==> config.mk <==
export PLATFORM = sky130hd
export DESIGN_NAME = prog_sequencer
export DESIGN_NICKNAME = d
export VERILOG_FILES = /design/src/rtl/pcs_pkg.sv /design/src/rtl/pcs_irq_arb.sv /design/src/rtl/pcs_rstack.sv /design/src/rtl/prog_sequencer.sv
export SDC_FILE = /design/constraint.sdc
export NUM_CORES = 1
export LEC_CHECK = 0
export CAP_MARGIN = 0
export CORE_MARGIN = 2
export CORE_UTILIZATION = 54
export CTS_CLUSTER_DIAMETER = 100
export DETAILED_ROUTE_END_ITERATION = 6
export GPL_ROUTABILITY_DRIVEN = 0
export PLACE_DENSITY = 0.82
export SLEW_MARGIN = 40
export SYNTH_ARGS = -nofsm -noshare
export SYNTH_HDL_FRONTEND = slang
export SYNTH_HIERARCHICAL = 1
export SYNTH_SLANG_ARGS = --single-unit
==> constraint.sdc <==
create_clock -name clk -period 3.9 [get_ports clk]
set_input_delay 0.585 -clock clk [delete_from_list [all_inputs] [get_ports clk]]
set_output_delay 0.585 -clock clk [all_outputs]
set_load 0.005 [all_outputs]
==> src/rtl/pcs_pkg.sv <==
`timescale 1ns/1ps
package pcs_pkg;
  typedef enum logic [3:0] {
    CMD_STEP   = 4'd0,
    CMD_BRANCH = 4'd1,
    CMD_CALL   = 4'd2,
    CMD_SCALL  = 4'd3,
    CMD_RET    = 4'd4,
    CMD_RETI   = 4'd5,
    CMD_TABLE  = 4'd6,
    CMD_PUSHD  = 4'd7,
    CMD_POPD   = 4'd8
  } pcs_cmd_e;

  typedef enum logic [1:0] {
    POPK_RET  = 2'd0,
    POPK_RETI = 2'd1,
    POPK_DATA = 2'd2
  } pcs_popk_e;

  typedef enum logic [1:0] {
    RS_IDLE = 2'd0,
    RS_PUSH = 2'd1,
    RS_POP  = 2'd2
  } pcs_rs_e;
endpackage

==> src/rtl/pcs_irq_arb.sv <==
`timescale 1ns/1ps
module pcs_irq_arb #(
  parameter int LEVELS = 8,
  localparam int LW = $clog2(LEVELS)
) (
  input  logic              clk,
  input  logic              rst_ni,
  input  logic [LEVELS-1:0] irq_req,
  input  logic              take_en,
  input  logic              clr_top,
  output logic              take,
  output logic [LW-1:0]     take_lvl,
  output logic [LEVELS-1:0] irq_ack
);
  logic [LEVELS-1:0] isr_q, isr_d;
  logic              pend_any, srv_any;
  logic [LW-1:0]     pend_lvl, srv_lvl;

  always_comb begin
    pend_any = 1'b0;
    srv_any  = 1'b0;
    pend_lvl = '0;
    srv_lvl  = '0;
    for (int i = 0; i < LEVELS; i++) begin
      if (irq_req[i]) begin
        pend_any = 1'b1;
        pend_lvl = LW'(i);
      end
      if (isr_q[i]) begin
        srv_any = 1'b1;
        srv_lvl = LW'(i);
      end
    end
  end

  always_comb begin
    take     = take_en && pend_any && (!srv_any || (pend_lvl > srv_lvl));
    take_lvl = pend_lvl;
    irq_ack  = '0;
    if (take) irq_ack[pend_lvl] = 1'b1;
    isr_d = isr_q;
    if (take) isr_d[pend_lvl] = 1'b1;
    if (clr_top && srv_any) isr_d[srv_lvl] = 1'b0;
  end

  always_ff @(posedge clk or negedge rst_ni) begin
    if (!rst_ni) isr_q <= '0;
    else         isr_q <= isr_d;
  end

  p_ack_onehot_r9: assert property (@(posedge clk) disable iff (!rst_ni)
    $onehot0(irq_ack));
  p_ack_pending_r9: assert property (@(posedge clk) disable iff (!rst_ni)
    (irq_ack & ~irq_req) == '0);
endmodule

==> src/rtl/pcs_rstack.sv <==
`timescale 1ns/1ps
module pcs_rstack #(
  parameter int          PC_W    = 12,
  parameter int          NIB_W   = 4,
  parameter int          AW      = 8,
  parameter logic [AW-1:0] RP_BASE = 8'h04,
  localparam int NIBS = PC_W / NIB_W,
  localparam int SLOT = 1 << $clog2(NIBS),
  localparam int CW   = $clog2(NIBS + 1)
) (
  input  logic             clk,
  input  logic             rst_ni,
  input  logic             push_start,
  input  logic [PC_W-1:0]  push_val,
  input  logic             pop_start,
  input  logic [NIB_W-1:0] ram_rdata,
  output logic             busy,
  output logic             pop_done,
  output logic [PC_W-1:0]  pop_val,
  output logic [AW-1:0]    rp,
  output logic [AW-1:0]    ram_addr,
  output logic             ram_we,
  output logic [NIB_W-1:0] ram_wdata,
  output logic             ram_re
);
  import pcs_pkg::*;

  pcs_rs_e         mode_q, mode_d;
  logic [CW-1:0]   cnt_q, cnt_d;
  logic [AW-1:0]   rp_q, rp_d;
  logic [PC_W-1:0] val_q, val_d;
  logic [AW-1:0]   pop_base;

  assign pop_base = rp_q - AW'(SLOT);
  assign busy     = (mode_q != RS_IDLE);
  assign rp       = rp_q;

  always_comb begin
    pop_val = val_q;
    pop_val[(NIBS-1)*NIB_W +: NIB_W] = ram_rdata;
  end

  always_comb begin
    mode_d    = mode_q;
    cnt_d     = cnt_q;
    rp_d      = rp_q;
    val_d     = val_q;
    ram_addr  = rp_q;
    ram_we    = 1'b0;
    ram_re    = 1'b0;
    ram_wdata = '0;
    pop_done  = 1'b0;
    unique case (mode_q)
      RS_IDLE: begin
        if (push_start) begin
          mode_d = RS_PUSH;
          cnt_d  = '0;
          val_d  = push_val;
        end else if (pop_start) begin
          mode_d = RS_POP;
          cnt_d  = '0;
        end
      end
      RS_PUSH: begin
        ram_we    = 1'b1;
        ram_addr  = rp_q + AW'(cnt_q);
        ram_wdata = val_q[int'(cnt_q)*NIB_W +: NIB_W];
        if (cnt_q == CW'(NIBS-1)) begin
          mode_d = RS_IDLE;
          rp_d   = rp_q + AW'(SLOT);
          cnt_d  = '0;
        end else begin
          cnt_d = cnt_q + CW'(1);
        end
      end
      RS_POP: begin
        ram_addr = pop_base + AW'(cnt_q);
        if (cnt_q < CW'(NIBS)) begin
          ram_re = 1'b1;
          if (cnt_q != '0)
            val_d[(int'(cnt_q)-1)*NIB_W +: NIB_W] = ram_rdata;
          cnt_d = cnt_q + CW'(1);
        end else begin
          pop_done = 1'b1;
          mode_d   = RS_IDLE;
          rp_d     = pop_base;
          cnt_d    = '0;
        end
      end
      default: mode_d = RS_IDLE;
    endcase
  end

  always_ff @(posedge clk or negedge rst_ni) begin
    if (!rst_ni) begin
      mode_q <= RS_IDLE;
      cnt_q  <= '0;
      rp_q   <= RP_BASE;
      val_q  <= '0;
    end else begin
      mode_q <= mode_d;
      cnt_q  <= cnt_d;
      rp_q   <= rp_d;
      val_q  <= val_d;
    end
  end

  p_ptr_align_r4: assert property (@(posedge clk) disable iff (!rst_ni)
    rp[1:0] == RP_BASE[1:0]);
  p_rw_excl_r4: assert property (@(posedge clk) disable iff (!rst_ni)
    !(ram_we && ram_re));
endmodule

==> src/rtl/prog_sequencer.sv <==
`timescale 1ns/1ps
module prog_sequencer #(
  parameter int           PC_W      = 12,
  parameter int           NIB_W     = 4,
  parameter int           AW        = 8,
  parameter int           LEVELS    = 8,
  parameter int           ZP_W      = 9,
  parameter int           SLOT_SH   = 3,
  parameter int           VEC_SH    = 6,
  parameter logic [7:0]   RP_BASE   = 8'h04,
  localparam int IDX_W = ZP_W - SLOT_SH,
  localparam int LW    = $clog2(LEVELS)
) (
  input  logic              clk,
  input  logic              rst_n,
  input  logic              cmd_valid,
  input  logic [3:0]        cmd,
  input  logic [PC_W-1:0]   target,
  input  logic [IDX_W-1:0]  scall_idx,
  input  logic [LEVELS-1:0] irq_req,
  input  logic [NIB_W-1:0]  ram_rdata,
  output logic              cmd_ready,
  output logic              busy,
  output logic [PC_W-1:0]   fetch_addr,
  output logic              table_fetch,
  output logic [LEVELS-1:0] irq_ack,
  output logic [AW-1:0]     ret_ptr,
  output logic [PC_W-1:0]   pop_data,
  output logic [AW-1:0]     ram_addr,
  output logic              ram_we,
  output logic [NIB_W-1:0]  ram_wdata,
  output logic              ram_re
);
  import pcs_pkg::*;

  logic [1:0] rst_sync_q;
  logic       rst_ni;

  always_ff @(posedge clk or negedge rst_n) begin
    if (!rst_n) rst_sync_q <= 2'b00;
    else        rst_sync_q <= {rst_sync_q[0], 1'b1};
  end
  assign rst_ni = rst_sync_q[1];

  logic [PC_W-1:0] pc_q, pc_d, pc_inc;
  logic            tbl_q, tbl_d;
  logic [PC_W-1:0] tbl_addr_q, tbl_addr_d;
  pcs_popk_e       popk_q, popk_d;
  logic [PC_W-1:0] pop_data_q, pop_data_d;

  logic            idle, accept;
  logic            irq_take, clr_top;
  logic [LW-1:0]   take_lvl;
  logic            push_start, pop_start, rs_busy, pop_done;
  logic [PC_W-1:0] push_val, pop_val;

  function automatic logic [PC_W-1:0] vec_of(input logic [LW-1:0] lvl);
    if (lvl == LW'(LEVELS-1))
      return PC_W'((LEVELS << VEC_SH) - (1 << (VEC_SH-1)));
    return PC_W'((int'(lvl) + 1) << VEC_SH);
  endfunction

  pcs_irq_arb #(.LEVELS(LEVELS)) u_arb (
    .clk      (clk),
    .rst_ni   (rst_ni),
    .irq_req  (irq_req),
    .take_en  (idle),
    .clr_top  (clr_top),
    .take     (irq_take),
    .take_lvl (take_lvl),
    .irq_ack  (irq_ack)
  );

  pcs_rstack #(.PC_W(PC_W), .NIB_W(NIB_W), .AW(AW), .RP_BASE(RP_BASE)) u_rs (
    .clk        (clk),
    .rst_ni     (rst_ni),
    .push_start (push_start),
    .push_val   (push_val),
    .pop_start  (pop_start),
    .ram_rdata  (ram_rdata),
    .busy       (rs_busy),
    .pop_done   (pop_done),
    .pop_val    (pop_val),
    .rp         (ret_ptr),
    .ram_addr   (ram_addr),
    .ram_we     (ram_we),
    .ram_wdata  (ram_wdata),
    .ram_re     (ram_re)
  );

  assign idle        = !rs_busy && !tbl_q;
  assign busy        = !idle;
  assign cmd_ready   = idle && !irq_take;
  assign accept      = cmd_valid && cmd_ready;
  assign pc_inc      = pc_q + PC_W'(1);
  assign fetch_addr  = tbl_q ? tbl_addr_q : pc_q;
  assign table_fetch = tbl_q;
  assign pop_data    = pop_data_q;

  always_comb begin
    pc_d       = pc_q;
    tbl_d      = 1'b0;
    tbl_addr_d = tbl_addr_q;
    popk_d     = popk_q;
    pop_data_d = pop_data_q;
    push_start = 1'b0;
    push_val   = pc_q;
    pop_start  = 1'b0;
    clr_top    = 1'b0;
    if (irq_take) begin
      push_start = 1'b1;
      push_val   = pc_q;
      pc_d       = vec_of(take_lvl);
    end else if (accept) begin
      case (cmd)
        CMD_BRANCH: pc_d = target;
        CMD_CALL: begin
          push_start = 1'b1;
          push_val   = pc_inc;
          pc_d       = target;
        end
        CMD_SCALL: begin
          push_start = 1'b1;
          push_val   = pc_inc;
          pc_d       = PC_W'({scall_idx, {SLOT_SH{1'b0}}});
        end
        CMD_RET: begin
          pop_start = 1'b1;
          popk_d    = POPK_RET;
        end
        CMD_RETI: begin
          pop_start = 1'b1;
          popk_d    = POPK_RETI;
        end
        CMD_TABLE: begin
          tbl_d      = 1'b1;
          tbl_addr_d = target;
          pc_d       = pc_inc;
        end
        CMD_PUSHD: begin
          push_start = 1'b1;
          push_val   = target;
          pc_d       = pc_inc;
        end
        CMD_POPD: begin
          pop_start = 1'b1;
          popk_d    = POPK_DATA;
          pc_d      = pc_inc;
        end
        default: pc_d = pc_inc;
      endcase
    end
    if (pop_done) begin
      case (popk_q)
        POPK_RET:  pc_d = pop_val;
        POPK_RETI: begin
          pc_d    = pop_val;
          clr_top = 1'b1;
        end
        default:   pop_data_d = pop_val;
      endcase
    end
  end

  always_ff @(posedge clk or negedge rst_ni) begin
    if (!rst_ni) begin
      pc_q       <= '0;
      tbl_q      <= 1'b0;
      tbl_addr_q <= '0;
      popk_q     <= POPK_RET;
      pop_data_q <= '0;
    end else begin
      pc_q       <= pc_d;
      tbl_q      <= tbl_d;
      tbl_addr_q <= tbl_addr_d;
      popk_q     <= popk_d;
      pop_data_q <= pop_data_d;
    end
  end

  p_step_r2: assert property (@(posedge clk) disable iff (!rst_ni)
    (accept && cmd == CMD_STEP) |=> fetch_addr == $past(fetch_addr) + PC_W'(1));
  p_branch_r3: assert property (@(posedge clk) disable iff (!rst_ni)
    (accept && cmd == CMD_BRANCH) |=> (fetch_addr == $past(target)) && !busy);
  p_table_r8: assert property (@(posedge clk) disable iff (!rst_ni)
    (accept && cmd == CMD_TABLE) |=> table_fetch && fetch_addr == $past(target));
  p_no_ack_busy_r10: assert property (@(posedge clk) disable iff (!rst_ni)
    busy |-> irq_ack == '0);
endmodule

---- Word-level counts from Yosys, hierarchy flattened ----
Cells that the tools add are included.
cells by class
  add/sub/neg operators ................... 9
  $lt $le $gt $ge ......................... 6
  equal/unequal tests ..................... 19
  shifts and indexed selects .............. 3
  muxes and demuxes ....................... 87
  bitwise logic cells ..................... 5
  reduce and logical (&&, ||, !) cells .... 35
operators with widths
  operator                   number
  $mux W12                   12
  $pmux W12 S2               2
  $mux W8                    5
  $mux W1                    38
  $pmux W12 S3               1
  $neg A32 Y33               1
  $shift A4 B33 Y12 const A  1
  $shiftx A4 B33 Y12         1
  $pmux W8 S2                2
  $mux W2                    12
  $mux W3                    8
  $pmux W2 S3                3
  $add A8 B2 Y8              2
  $eq A4 B3 Y1 const B       4
  $add A12 B1 Y12 const B    1
  $bwmux W12                 1
  $reduce_and A3 Y1          4
  $shiftx A12 B5 Y4          1
  $add A8 B3 Y8 const B      1
  $and A8 B8 Y8              1
  $eq A4 B2 Y1 const B       2
  $logic_and A1 B1 Y1        8
  $lt A3 B4 Y1 const B       2
  $not A8 Y8                 1
  other kinds (28)           50
storage, ports and cells
  register bits after elaboration ......... 73
  bits of input ports ..................... 37
  output and inout bits ................... 57

---- Longest topological paths before layout ----
  depth after elaboration ................. 19
  mapped depth ............................ 19
  mapped depth without buffers ............ 18

---- Modules after synthesis ----
Netlist, hierarchy kept.
modules (own cells, without submodules)
  module          instances  cells an instance  area each (um2)  seq. area each (um2)
  prog_sequencer  1          327                2841.5           1026.0
  pcs_rstack      1          185                1671.6           551.8
  pcs_irq_arb     1          83                 709.4            200.2

---- Least setup slack after synthesis ----
No wires, ideal clock.
  path type ............................... input to register
  start point ............................. input port irq_req[2]
  end point ............................... register u_rs.cnt_q[1]
  library setup time ...................... 0.079 ns
  data arrival time ....................... 4.188 ns
  data required time ...................... 3.821 ns
  slack ................................... -0.368 ns
  stages .................................. 18
  path buffers ............................ 2
  cells stage by stage .................... inv_1 > a21oi_1 > o31ai_1 > inv_1 > ha_1 > nand2_1 > a32oi_1 > o31ai_2 > o31ai_2 > buf_6 > a21oi_1 > or4b_1 > clkbuf_1 > nor2_1 > a21boi_0 > nor2_1 > nor2_1 > mux2i_1
on the way
  longest elaborated chain between the ends .. 16
  elaborated cells on any way between the ends .. 27
ends and longest elaborated chain
  what                                  line                   RTL
  from (decl)                           prog_sequencer.sv:20   input logic [LEVELS-1:0] irq_req,
  $mux W2 * (2 in series)               pcs_irq_arb.sv:25      if (irq_req[i]) begin
  $mux W3 * (4 in series)               pcs_irq_arb.sv:25
  via take_lvl[0]                       prog_sequencer.sv:53   logic [LW-1:0] take_lvl;
  $gt A3 B3 Y1 *                        pcs_irq_arb.sv:37      take = take_en && pend_any && (!srv_any || (pend_lvl > srv_lvl));
  $logic_or A1 B1 Y1 *                  pcs_irq_arb.sv:37
  $logic_and A1 B1 Y1 *                 pcs_irq_arb.sv:37
  via irq_take                          prog_sequencer.sv:52   logic irq_take, clr_top;
  $logic_not A1 Y1                      prog_sequencer.sv:93   assign cmd_ready = idle && !irq_take;
  $logic_and A1 B1 Y1                   prog_sequencer.sv:93
  $logic_and A1 B1 Y1                   prog_sequencer.sv:94   assign accept = cmd_valid && cmd_ready;
  $mux W1                               prog_sequencer.sv:114  end else if (accept) begin
  $mux W1 *                             prog_sequencer.sv:110  if (irq_take) begin
  via pop_start                         prog_sequencer.sv:54   logic push_start, pop_start, rs_busy, pop_done;
  $ne A3 B3 Y1 (no source line) *       n/a
  $reduce_and A2 Y1 (no source line) *  n/a
  to (signal assigned)                  pcs_rstack.sv:102      cnt_q <= cnt_d;
  to (decl)                             pcs_rstack.sv:29       logic [CW-1:0] cnt_q, cnt_d;
Mark *: on every way through the listed nets, which the timed path passes. The rest lies on a longest branch.
A chain may end at the register's enable or synchronous reset.

---- Worst setup path after layout ----
  start point ............................. input port irq_req[5]
  end point ............................... output port irq_ack[1]
on the way
  longest elaborated chain between the ends .. 8
  elaborated cells on any way between the ends .. 16
ends and longest elaborated chain
  what                                                                       line                  RTL
  $mux W3 * (3 in series)                                                    pcs_irq_arb.sv:25
  via take_lvl[2]                                                            prog_sequencer.sv:53
  $lt A3 B4 Y1 (implied by the code) / $ge A3 B1 Y1 (equally long branches)  pcs_irq_arb.sv:40     if (take) irq_ack[pend_lvl] = 1'b1;
  $logic_and A1 B1 Y1 (implied by the code)                                  pcs_irq_arb.sv:40
  $mux W1 (implied by the code)                                              pcs_irq_arb.sv:40
  $demux W1 S3                                                               n/a
  $mux W8 *                                                                  pcs_irq_arb.sv:40
  to (decl)                                                                  prog_sequencer.sv:26  output logic [LEVELS-1:0] irq_ack,
Marked as above.

==> results.py <==
metrics = {
    "power_and_ir_drop": {
        "power_density_nw_per_um2": 579,
        "clkPwrFrac_pct": 15.0,
        "p_sw_w": 0.00158,
        "ir_drop_uv": 532,
        "p_leak_nw": 2.84,
        "p_int_w": 0.00229,
        "p_comb_share_pct": 51.5,
        "swShare_pct": 40.8,
        "total_power_w": 0.00387,
        "power.share.sequential_pct": 33.5,
    },
    "logic_synthesis": {
        "synth_area_um2": 5220,
        "seq_area_frac_synth_pct": 34.0,
        "synth.avg_cell_area_um2": 8.78,
        "ys_seq_elements": 71,
        "synth-main-ff-cell": "dfrtp_1",
        "synth-edff-count": 0,
        "yosysWarnings": 6,
        "synthCells": 595,
        "yosysUniqueCellTypes": 71,
        "synthArstFlopShare_pct": 100,
    },
    "outcome": {
        "status": "finished, final reports clean",
    },
    "place": {
        "place_area_um2": 6380,
        "dp.cells": 800,
        "dp_hpwl_mm": 11.5,
        "io_buffers": 91,
    },
    "die": {
        "num_io_pins": 94,
        "core_um2": 9330,
        "initial_core_util_pct": 56.0,
        "die_h_um": 102,
        "num_rows": 35,
        "fp.dieArea_um2": 10500,
        "die_x_um": 102,
    },
    "clocking": {
        "cts_tree": "built",
        "clkLatencyLatePin_ps": 350,
        "cts_root_buf": "clkbuf_8",
        "cts_made_buffers": 9,
        "clock_path_buffers": 2,
        "htree_levels": 3,
        "cts.sink_count": 71,
        "path_clk_slew_ps": 80,
    },
    "final_layout": {
        "layout-drive-gt1-share_pct": 20.3,
        "final_core_utilization_pct": 71.6,
        "finalNetCount": 738,
        "final_area_um2": 6680,
        "final_cells": 820,
        "area_growth_pct": 27.9,
    },
    "critical_path": {
        "crit_buf_inv": 4,
        "worstSetupStartpointType": "primary input",
        "endpoint_kind": "primary output",
        "path_cells": "clkdlybuf4s50_1 -> or4_4 -> ha_4 -> inv_1 -> a2111oi_4 -> buf_4 -> o311a_1 -> clkdlybuf4s50_1",
        "worstPathMaxFanout": 2,
        "slowest_delay_ps": 550,
        "critical_path_arrival_ps": 3250,
        "crit_family": "buffers and inverters",
        "cpMostUsedCell": "clkdlybuf4s50_1",
        "critical_path_class": "in -> out",
        "crit_required_ps": 3310,
        "cp_slowest_cell": "or4_4",
    },
    "global_route": {
        "grt_pass1_vias": 5020,
        "grt_pass1_wl_mm": 24.7,
        "grt_max_degree": 37,
        "grt_overflow": 0,
        "antenna_found_initial": 1,
        "grt_util_all_layers_pct": 30.3,
    },
    "drt": {
        "vias": 5138,
        "firstDrtPassIters": 6,
        "wl_per_cell_um": 19.4,
        "routed_wl_mm": 15.9,
        "drtAntennaViolNets": 0,
        "viasPerCell": 6.27,
        "drc": 0,
        "drt_iter0_markers": 436,
    },
    "sta": {
        "hold_violations": 0,
        "slew_violations": 0,
        "fin_crit_sh_pct": 98.3,
        "fmax_ghz": 0.261,
        "period_needed_ps": 3830,
        "tightest_slew_ps": 943,
        "rsz0062_at_grt": "yes",
        "max_slew_margin_pct": 36.8,
        "finClkSkew_ps": 11.4,
        "setup_viol": 0,
    },
    "worst_hold_path": {
        "min_path_type": "reg -> async",
    },
    "job": {
        "cap_violations": 0,
    },
}
cell usage after synthesis, types with 3 or more instances:
| library cell | number | area, um^2 |
|---|---|---|
| mux2_4 | 9 | 135 |
| a32oi_1 | 10 | 87.6 |
| a21oi_1 | 38 | 190 |
| o31ai_1 | 10 | 75.1 |
| nor4_1 | 5 | 31.3 |
| inv_1 | 29 | 109 |
| o21ai_0 | 45 | 225 |
| dfrtp_1 | 70 | 1750 |
| nor2b_1 | 5 | 31.3 |
| or3_1 | 3 | 18.8 |
| nor3_1 | 11 | 55.1 |
| a221oi_1 | 6 | 52.6 |
| a22o_1 | 10 | 87.6 |
| and2_1 | 7 | 43.8 |
| xor2_1 | 6 | 52.6 |
| nand4_1 | 5 | 31.3 |
| and3_1 | 8 | 50.1 |
| clkbuf_1 | 25 | 93.8 |
| mux2_2 | 31 | 349 |
| o22ai_1 | 11 | 68.8 |
| xnor2_1 | 4 | 35.0 |
| nand3_1 | 12 | 60.1 |
| ha_1 | 16 | 200 |
| a22oi_1 | 10 | 75.1 |
| o31ai_2 | 5 | 62.6 |
| mux2i_1 | 12 | 120 |
| nand2_1 | 45 | 169 |
| buf_4 | 15 | 113 |
| nand2b_1 | 12 | 75.1 |
| buf_6 | 3 | 33.8 |
| nor2_1 | 57 | 214 |
| nor4_2 | 3 | 37.5 |
| buf_2 | 10 | 50.1 |
| a2bb2oi_1 | 3 | 26.3 |
power groups by stage:
| stage | clock network, W | registers, W | logic [W] |
|---|---|---|---|
| 3_3_place_gp | 0 | 0.00128 | 0.00184 |
| 3_5_place_dp | 0 | 0.00129 | 0.00191 |
| 6_report | 0.000581 | 0.00129 | 0.00199 |
| 5_1_grt | 0.000617 | 0.00133 | 0.00216 |
| 2_1_floorplan | 0 | 0.00114 | 0.00130 |
| 4_1_cts | 0.000586 | 0.00128 | 0.00193 |
per-stage QoR:
step	worst slack (ps)	hold WS, ps	TNS, ps
after CTS	8.44	362	0
after global placement	-285	337	-6840
after floorplan	-89.8	289	-902
after detailed placement	-473	345	-12520
after global routing	-98.4	337	-117
final	66.5	300	0
final cells by class:
cell class,instances,area (um^2)
Clock inverter,6,61.3
Tap cell,129,161
Multi-Input combinational cell,440,3180
Antenna cell,1,2.50
Fill cell,712,2650
Sequential cell,71,1780
Inverter,30,113
Clock buffer,10,128
Timing Repair Buffer,133,1250
final timing paths:
path                                          start                   endpoint  slack, ps  cells after the start
max                                      irq_req[5]                 irq_ack[1]         70                      8
min                         rst_sync_q[1]$_DFF_PN0_         pc_q[11]$_DFF_PN0_        300                      0
max reg2reg                u_arb/isr_q[2]$_DFF_PN0_  u_rs/val_q[3]$_DFFE_PN0P_        210                     17
min reg2reg                 rst_sync_q[1]$_DFF_PN0_         pc_q[11]$_DFF_PN0_        300                      0
max in group asynchronous   rst_sync_q[1]$_DFF_PN0_     u_rs/rp[2]$_DFFE_PN1P_       2760                      1
min in group clk            rst_sync_q[0]$_DFF_PN0_    rst_sync_q[1]$_DFF_PN0_        360                      0
layout by cell type (no fill, tap or decap), types with 6 or more instances in the layout:
master           count
a21oi_1             35
buf_4               40
a22oi_1             10
o21ai_0             42
clkdlybuf4s50_1     86
o22ai_1             11
inv_1               28
mux2_2              30
o31ai_1              7
nand2b_1            12
xor2_1               6
o31ai_2              6
nor3_1              11
and2_1               7
nand2_1             45
nor2_1              54
a22o_1              10
ha_1                14
mux2i_1             11
and3_1               8
clkbuf_8             9
nand3_1             12
dfrtp_1             69
a32oi_1             10
mux2_4              10
cell families after synthesis:
| kind of cell | synth area share [%] |
|---|---|
| adders and majority gates | 3.83 |
| AOI/OAI and AO/OA | 23.3 |
| muxes | 11.6 |
| DFF | 34.0 |
| xor gates and xnor gates | 1.68 |
| and+or+nand+nor | 17.6 |
| buffers and inverters | 7.88 |
| other | 0.144 |
state kept, by name (all words and copies together) (netlist names):
register / cells
pc_q: 12
pop_data: 12
popk_q: 2
rst_sync_q: 2
table_fetch: 1
tbl_addr_q: 12
u_arb/isr_q: 8
u_rs/cnt_q: 2
u_rs/mode_q: 2
u_rs/rp: 6
u_rs/val_q: 12
per-layer routing:
metal | wire length [um] | GRT usage (%) | part of all wire, % | vias up
met3 | 1450 | 5.61 | 9.1 | 80
met4 | 680 | 14.4 | 4.3 | 0
met1 | 6440 | 39.6 | 41 | 2424
met2 | 7320 | 48.6 | 46 | 308
met5 | 0 | 0 | 0 | -
li1 | - | - | - | 2326
repair_timing:
action | CTS | global route
setup buffers | 0 | 3
hold buffers | 0 | 0
gates resized for setup | 6 | 16
pin swaps | 2 | 2
endpoints found under the setup margin | 13 | 47
(Power assumes the default switching activity.)
